===== config.mk =====
export PLATFORM = sky130hd
export DESIGN_NAME = can_txbuf_flags
export DESIGN_NICKNAME = d
export VERILOG_FILES = /design/src/rtl/can_txb_pkg.sv /design/src/rtl/can_txb_bus_if.sv /design/src/rtl/can_txb_slice.sv /design/src/rtl/can_txb_irq.sv /design/src/rtl/can_txbuf_flags.sv
export SDC_FILE = /design/constraint.sdc
export NUM_CORES = 1
export LEC_CHECK = 0
export ABC_AREA = 1
export ABC_CLOCK_PERIOD_IN_PS = 1100
export BUFFER_PORTS_ARGS = -buffer_cell sky130_fd_sc_hd__buf_2
export CAP_MARGIN = 15
export CORE_MARGIN = 5
export CORE_UTILIZATION = 45
export CTS_CLUSTER_DIAMETER = 100
export DETAILED_ROUTE_END_ITERATION = 7
export PLACE_DENSITY = 0.88
export SYNTH_ARGS = -nofsm -noshare
export SYNTH_HDL_FRONTEND = slang
export SYNTH_SLANG_ARGS = --single-unit

===== constraint.sdc =====
create_clock -name clk_i -period 1.1 [get_ports clk_i]
set_input_delay 0.11 -clock clk_i [delete_from_list [all_inputs] [get_ports clk_i]]
set_output_delay 0.11 -clock clk_i [all_outputs]
set_load 0.01 [all_outputs]

===== src/rtl/can_txb_pkg.sv =====
package can_txb_pkg;
  localparam int unsigned ADDR_FLAG  = 0;
  localparam int unsigned ADDR_IEN   = 1;
  localparam int unsigned ADDR_ARQ   = 2;
  localparam int unsigned ADDR_AAK   = 3;
endpackage


===== src/rtl/can_txb_bus_if.sv =====
module can_txb_bus_if
  import can_txb_pkg::*;
#(
  parameter int unsigned NUM_BUF = 3,
  parameter int unsigned ADDR_W  = 3,
  parameter int unsigned DATA_W  = 8
) (
  input  logic              re_i,
  input  logic              we_i,
  input  logic [ADDR_W-1:0] addr_i,
  input  logic [DATA_W-1:0] wdata_i,
  input  logic              writable_i,
  input  logic              listen_i,
  input  logic [NUM_BUF-1:0] txe_i,
  input  logic [NUM_BUF-1:0] ien_i,
  input  logic [NUM_BUF-1:0] arq_i,
  input  logic [NUM_BUF-1:0] aak_i,
  output logic [NUM_BUF-1:0] clr_o,
  output logic [NUM_BUF-1:0] rq_set_o,
  output logic               ien_we_o,
  output logic [NUM_BUF-1:0] ien_wdata_o,
  output logic [DATA_W-1:0]  rdata_o
);
  localparam int unsigned PAD_W = DATA_W - NUM_BUF;

  logic hit_flag, hit_ien, hit_arq, hit_aak;

  always_comb begin
    hit_flag = (addr_i == ADDR_W'(ADDR_FLAG));
    hit_ien  = (addr_i == ADDR_W'(ADDR_IEN));
    hit_arq  = (addr_i == ADDR_W'(ADDR_ARQ));
    hit_aak  = (addr_i == ADDR_W'(ADDR_AAK));
  end

  // flag clears need a writable register and no listen mode
  assign clr_o       = {NUM_BUF{we_i & hit_flag & writable_i & ~listen_i}} & wdata_i[NUM_BUF-1:0];
  assign rq_set_o    = {NUM_BUF{we_i & hit_arq & writable_i}} & wdata_i[NUM_BUF-1:0];
  assign ien_we_o    = we_i & hit_ien;
  assign ien_wdata_o = wdata_i[NUM_BUF-1:0];

  always_comb begin
    rdata_o = '0;
    if (re_i) begin
      if (hit_flag)     rdata_o = {{PAD_W{1'b0}}, txe_i};
      else if (hit_ien) rdata_o = {{PAD_W{1'b0}}, ien_i};
      else if (hit_arq) rdata_o = {{PAD_W{1'b0}}, arq_i};
      else if (hit_aak) rdata_o = {{PAD_W{1'b0}}, aak_i};
    end
  end
endmodule


===== src/rtl/can_txb_slice.sv =====
module can_txb_slice (
  input  logic clk_i,
  input  logic rst_ni,
  input  logic hold_i,
  input  logic clr_i,
  input  logic rq_set_i,
  input  logic tx_done_i,
  input  logic abort_done_i,
  output logic txe_o,
  output logic arq_o,
  output logic aak_o
);
  logic abort_ok, set_ev;

  assign abort_ok = abort_done_i & arq_o;
  assign set_ev   = tx_done_i | abort_ok;

  always_ff @(posedge clk_i or negedge rst_ni) begin
    if (!rst_ni) begin
      txe_o <= 1'b1;
      arq_o <= 1'b0;
      aak_o <= 1'b0;
    end else if (hold_i) begin
      txe_o <= 1'b1;
      arq_o <= 1'b0;
      aak_o <= 1'b0;
    end else begin
      // hardware set beats a same-cycle clear
      txe_o <= set_ev | (txe_o & ~clr_i);
      arq_o <= set_ev ? 1'b0 : (arq_o | (rq_set_i & ~txe_o));
      if (abort_ok)                aak_o <= 1'b1;
      else if (clr_i && txe_o && !set_ev) aak_o <= 1'b0;
    end
  end
endmodule


===== src/rtl/can_txb_irq.sv =====
module can_txb_irq #(
  parameter int unsigned NUM_BUF = 3
) (
  input  logic               clk_i,
  input  logic               rst_ni,
  input  logic               we_i,
  input  logic [NUM_BUF-1:0] wdata_i,
  input  logic [NUM_BUF-1:0] txe_i,
  output logic [NUM_BUF-1:0] ien_o,
  output logic               irq_o
);
  always_ff @(posedge clk_i or negedge rst_ni) begin
    if (!rst_ni) begin
      ien_o <= '0;
      irq_o <= 1'b0;
    end else begin
      if (we_i) ien_o <= wdata_i;
      irq_o <= |(txe_i & ien_o);
    end
  end
endmodule


===== src/rtl/can_txbuf_flags.sv =====
module can_txbuf_flags #(
  parameter int unsigned NUM_BUF = 3,
  parameter int unsigned ADDR_W  = 3,
  parameter int unsigned DATA_W  = 8
) (
  input  logic               clk_i,
  input  logic               rst_ni,
  input  logic               init_rq_i,
  input  logic               init_ak_i,
  input  logic               listen_i,
  input  logic               bus_re_i,
  input  logic               bus_we_i,
  input  logic [ADDR_W-1:0]  bus_addr_i,
  input  logic [DATA_W-1:0]  bus_wdata_i,
  output logic [DATA_W-1:0]  bus_rdata_o,
  input  logic [NUM_BUF-1:0] tx_done_i,
  input  logic [NUM_BUF-1:0] abort_done_i,
  output logic [NUM_BUF-1:0] sched_o,
  output logic [NUM_BUF-1:0] buf_blocked_o,
  output logic               irq_o
);
  logic               hold, writable, ien_we;
  logic [NUM_BUF-1:0] txe_q, arq_q, aak_q, ien_q;
  logic [NUM_BUF-1:0] clr, rq_set, ien_wdata;

  assign hold     = init_rq_i & init_ak_i;
  assign writable = ~init_rq_i & ~init_ak_i;

  can_txb_bus_if #(
    .NUM_BUF(NUM_BUF), .ADDR_W(ADDR_W), .DATA_W(DATA_W)
  ) u_bus (
    .re_i        (bus_re_i),
    .we_i        (bus_we_i),
    .addr_i      (bus_addr_i),
    .wdata_i     (bus_wdata_i),
    .writable_i  (writable),
    .listen_i    (listen_i),
    .txe_i       (txe_q),
    .ien_i       (ien_q),
    .arq_i       (arq_q),
    .aak_i       (aak_q),
    .clr_o       (clr),
    .rq_set_o    (rq_set),
    .ien_we_o    (ien_we),
    .ien_wdata_o (ien_wdata),
    .rdata_o     (bus_rdata_o)
  );

  for (genvar g = 0; g < NUM_BUF; g++) begin : g_buf
    can_txb_slice u_slice (
      .clk_i        (clk_i),
      .rst_ni       (rst_ni),
      .hold_i       (hold),
      .clr_i        (clr[g]),
      .rq_set_i     (rq_set[g]),
      .tx_done_i    (tx_done_i[g]),
      .abort_done_i (abort_done_i[g]),
      .txe_o        (txe_q[g]),
      .arq_o        (arq_q[g]),
      .aak_o        (aak_q[g])
    );
  end

  can_txb_irq #(.NUM_BUF(NUM_BUF)) u_irq (
    .clk_i   (clk_i),
    .rst_ni  (rst_ni),
    .we_i    (ien_we),
    .wdata_i (ien_wdata),
    .txe_i   (txe_q),
    .ien_o   (ien_q),
    .irq_o   (irq_o)
  );

  assign sched_o       = ~txe_q & {NUM_BUF{~listen_i}};
  assign buf_blocked_o = ~txe_q & sched_o;
endmodule


==> results by stage <==
Placement:
- The post-DP HPWL is 1590 um.
- Port buffering added 28 buffers.
- The global placer's final weighted congestion is 0.902.

Run status:
- The checks that failed: setup timing.
- The run finished, with violations left.

Floorplanning:
- The row count is 15.
- The die is 52.7 um wide.
- The die is 52.7 um tall.
- The area enclosed by the die boundary is 2770 sq um.
- The floorplan step defined a core boundary enclosing 1730 sq um.
- For this configuration, the core starts out at a cell density of 0.475.
- 39 I/O pins were placed.

Synthesis:
- The dominant synthesized flop cell is dfrtp_1.
- The synthesized instance count is 114.
- Sorting the synthesized cells by how often they occur yields 30 x nand2_1, 18 x inv_1, 10 x dfrtp_1, 10 x nand3_1.
- Counting flops and latches in the post-synthesis netlist gives 13.
- The cell with the most instances after synthesis is nand2_1.
- The area share of the leading cell type in the synthesized netlist is 0.305.
- Summed over all instances, the cell type with the most area after synthesis is dfrtp_1.
- During synthesis, Yosys emitted a total of 0 warnings.
- Summing every instance area after synthesis gives 820 sq um.
- Counting flops with a built-in enable in the synthesized netlist gives 0.
- After synthesis, the share of flip-flops with an asynchronous set or reset is 1.00.
- Ranked by total cell area, the synthesized netlist is headed by dfrtp_1 31%, nand2_1 14%, dfstp_2 9.6%.
- Counting distinct cell types in the post-synthesis netlist gives 14.
- In this run the mean area of a mapped cell was 7.19 sq um.
- The share of synthesized area occupied by flip-flops and latches is 0.402.

Timing:
- The final critical-path required period is 1.32 ns.
- Setup violations remaining at the end of the flow were counted as 12.
- The maximum frequency from static timing analysis is 755 MHz.
- The worst path setup slack after routing is -0.225 ns.
- The clock tree skew after final layout is 0.00149 ns.
- The final period utilization is 1.20.
- Setup repair after global routing could not meet its margin everywhere.
- The post-route worst hold slack is 0.0980 ns.
- The final max-slew violation count is 0.
- The final-report hold violation count is 0.

GRT:
- The via count of the first global-routing pass came to 839.
- The first-pass GRT wire length is 3480 um.
- The number of antenna violations at the first check in global routing is 0.
- Entering global routing, the biggest net connects 14 pins.
- The total global routing overflow is 0.
- The overall routing resource usage is 0.174.

Clock tree:
- In this run, CTS created clock tree buffers numbering 3.
- The buffer type at the clock tree root is clkbuf_4.
- TritonCTS built the clock tree.
- In this run the deepest clock path goes through 2 buffers.
- The number of clock sinks is 13.
- After clock tree synthesis, the clock-pin slew on the worst setup and hold paths is 0.08 ns.
- The H-tree depth is 1.
- At the later pin of the worst-skew pair, clock insertion delay measures 0.28 ns.

Worst setup path:
- Of all nets on the critical path, the largest fanout is 2.
- The worst register-to-register path has a setup slack of -0.13 ns.
- In this design, the largest share of critical-path delay is due to flip-flops.
- The critical-path cell with the highest stage delay is dfrtp_1.
- The category of the critical setup timing path is flip-flop to primary output.
- Counting stages on the worst path, the most repeated cell is o21ai_2.
- The critical path goes through o21ai_2, o21ai_2, o21ai_1, a21oi_1, buf_2.
- Data on the critical path arrives at its endpoint at 1.21 ns.
- The data required time of the worst path is 0.99 ns.
- Counting both buffers and inverters, the worst setup path holds a total of 1.
- The startpoint type of the worst setup path is a flip-flop.
- The length in cells of the worst reg-to-reg path is 7.
- STA classifies the critical path endpoint as a primary output.
- The launching point of the worst reg2reg path is g_buf[0].u_slice.txe_o.
- The worst register-to-register path ends at g_buf[0].u_slice.aak_o.
- The largest single stage delay on the critical path is 0.41 ns.

Routing:
- The wire length per cell is 13.5 um.
- The DRC violations left is 0.
- The number of vias per cell after detailed routing is 4.96.
- The routed design has 2460 um of wire.
- The count of nets left with antenna violations once routing finished came out at 0.
- The detailed-route via count is 903.
- The first detailed-routing pass ran for 4 iterations.
- After the first detailed-routing iteration, the DRC count stood at 20.

Pwr:
- The completed layout was analyzed and its total power is 1.04 mW.
- In this run the power density over the cells is 839 nW/um^2.
- The analysis attributes to cell leakage a power of 0.632 nW.
- The peak supply drop is 0.581 mV.

Run:
- Across the run, the number of max-cap violations was 0.

Finish:
- The number of antenna diodes in the final layout is 0.
- The fill cell instance count of the final layout is 112.
- Of the cells placed in the final design, the portion with a size suffix greater than 1 is 0.497.
- The net count of the finished layout is 182.
- The area growth from synthesis to layout is 51.1%.

Min path:
- The hold path startpoint is abort_done_i[2].
- Counting instances, the worst hold path has a depth of 3.
- The path with the worst hold slack has its endpoint at g_buf[2].u_slice.aak_o.
- The path class of the tightest hold or removal check is input port to flip-flop.
[sequential cells by signal, indices dropped and copies added (netlist names)]
register / count
g_buf.u_slice.aak_o: 3
g_buf.u_slice.arq_o: 3
g_buf.u_slice.txe_o: 3
u_irq.ien_o: 3
u_irq.irq_o: 1
[worst register-to-register path: cells and delay by family (launching register included)]
| family | cells | cell delay, ns |
|---|---|---|
| simple gates | 3 | 0.25 |
| buf+inv | 3 | 0.26 |
| flops | 1 | 0.56 |
| compound gates | 1 | 0.05 |
[layer usage]
metal  GRT usage  up-vias  part of all wire  wire length [um]
met3      0.0399        8             0.085               209
met4      0.0936        0             0.019                46
met2       0.293       48              0.49              1210
met5           0        -                 0                 0
li1            -      432                 -                 -
met1       0.200      415              0.40               986
[what timing repair did]
item | 4_1_cts | 5_1_grt
pin swaps | 11 | 13
gates resized for setup | 26 | 25
setup endpoints to repair | 10 | 13
buffers inserted | 10 | 4
hold endpoints to repair | 13 | 0
hold buffers | 1 | 0
gates cloned | 0 | 0
[area by class of cell]
class,instances,area [sq um],area share
clock buffer,4,26.3,0.0212
inverter,18,75.1,0.0606
multi-input combinational,79,457,0.369
sequential,13,329,0.266
tap,25,31.3,0.0253
timing repair buffer,43,320,0.259
[metrics by stage]
step | setup TNS, ns | setup slack (ns) | instance area, sq um | util | std cells
finish | -1.57 | -0.225 | 1240 | 0.717 | 182
global route | -2.15 | -0.295 | 1240 | 0.717 | 182
CTS | -1.39 | -0.184 | 1140 | 0.658 | 179
detailed placement | -0.212 | -0.0731 | 953 | 0.552 | 164
global placement | 0 | 0.0126 | 953 | 0.552 | 164
floorplan | 0 | 0.137 | 835 | - | 118
[cell usage in the layout, fill, tap and decap left out, types with 3 or more instances in the layout]
cell	count
a21oi_2	3
inv_4	3
nor2_1	3
buf_4	9
buf_2	22
inv_2	3
nand3_2	3
dfrtp_1	10
conb_1	5
a21oi_1	6
o21ai_1	7
clkbuf_4	3
nor2_4	7
nand3_1	8
nand2_1	26
mux2_2	3
inv_1	12
dfstp_2	3
nand2_2	4
buf_6	10
[cells by family after synthesis]
family,Yosys count,share of synthesized area
other,1,0.00458
AO/OA/AOI/OAI,18,0.110
flip-flops,13,0.402
buffers and inverters,26,0.156
multiplexers,3,0.0412
AND/OR/NAND/NOR,53,0.287
[worst max path at each step]
stage,start,to,depth (start not counted)
5_1_grt,g_buf[1].u_slice.aak_o,bus_rdata_o[1],5
3_5_place_dp,bus_addr_i[2],g_buf[2].u_slice.arq_o,7
6_report,g_buf[1].u_slice.aak_o,bus_rdata_o[1],5
2_1_floorplan,g_buf[1].u_slice.txe_o,g_buf[1].u_slice.aak_o,5
3_3_place_gp,bus_addr_i[2],g_buf[0].u_slice.arq_o,7
4_1_cts,g_buf[1].u_slice.arq_o,bus_rdata_o[1],5
[where the power goes]
part	leakage (nW)	switching, mW	internal (mW)
Sequential	0.162	0.0220	0.511
Clock	0.0150	0.159	0.141
Combinational	0.456	0.121	0.0862
Total	0.632	0.302	0.738
Note: power is estimated with default switching activity, not from simulation.
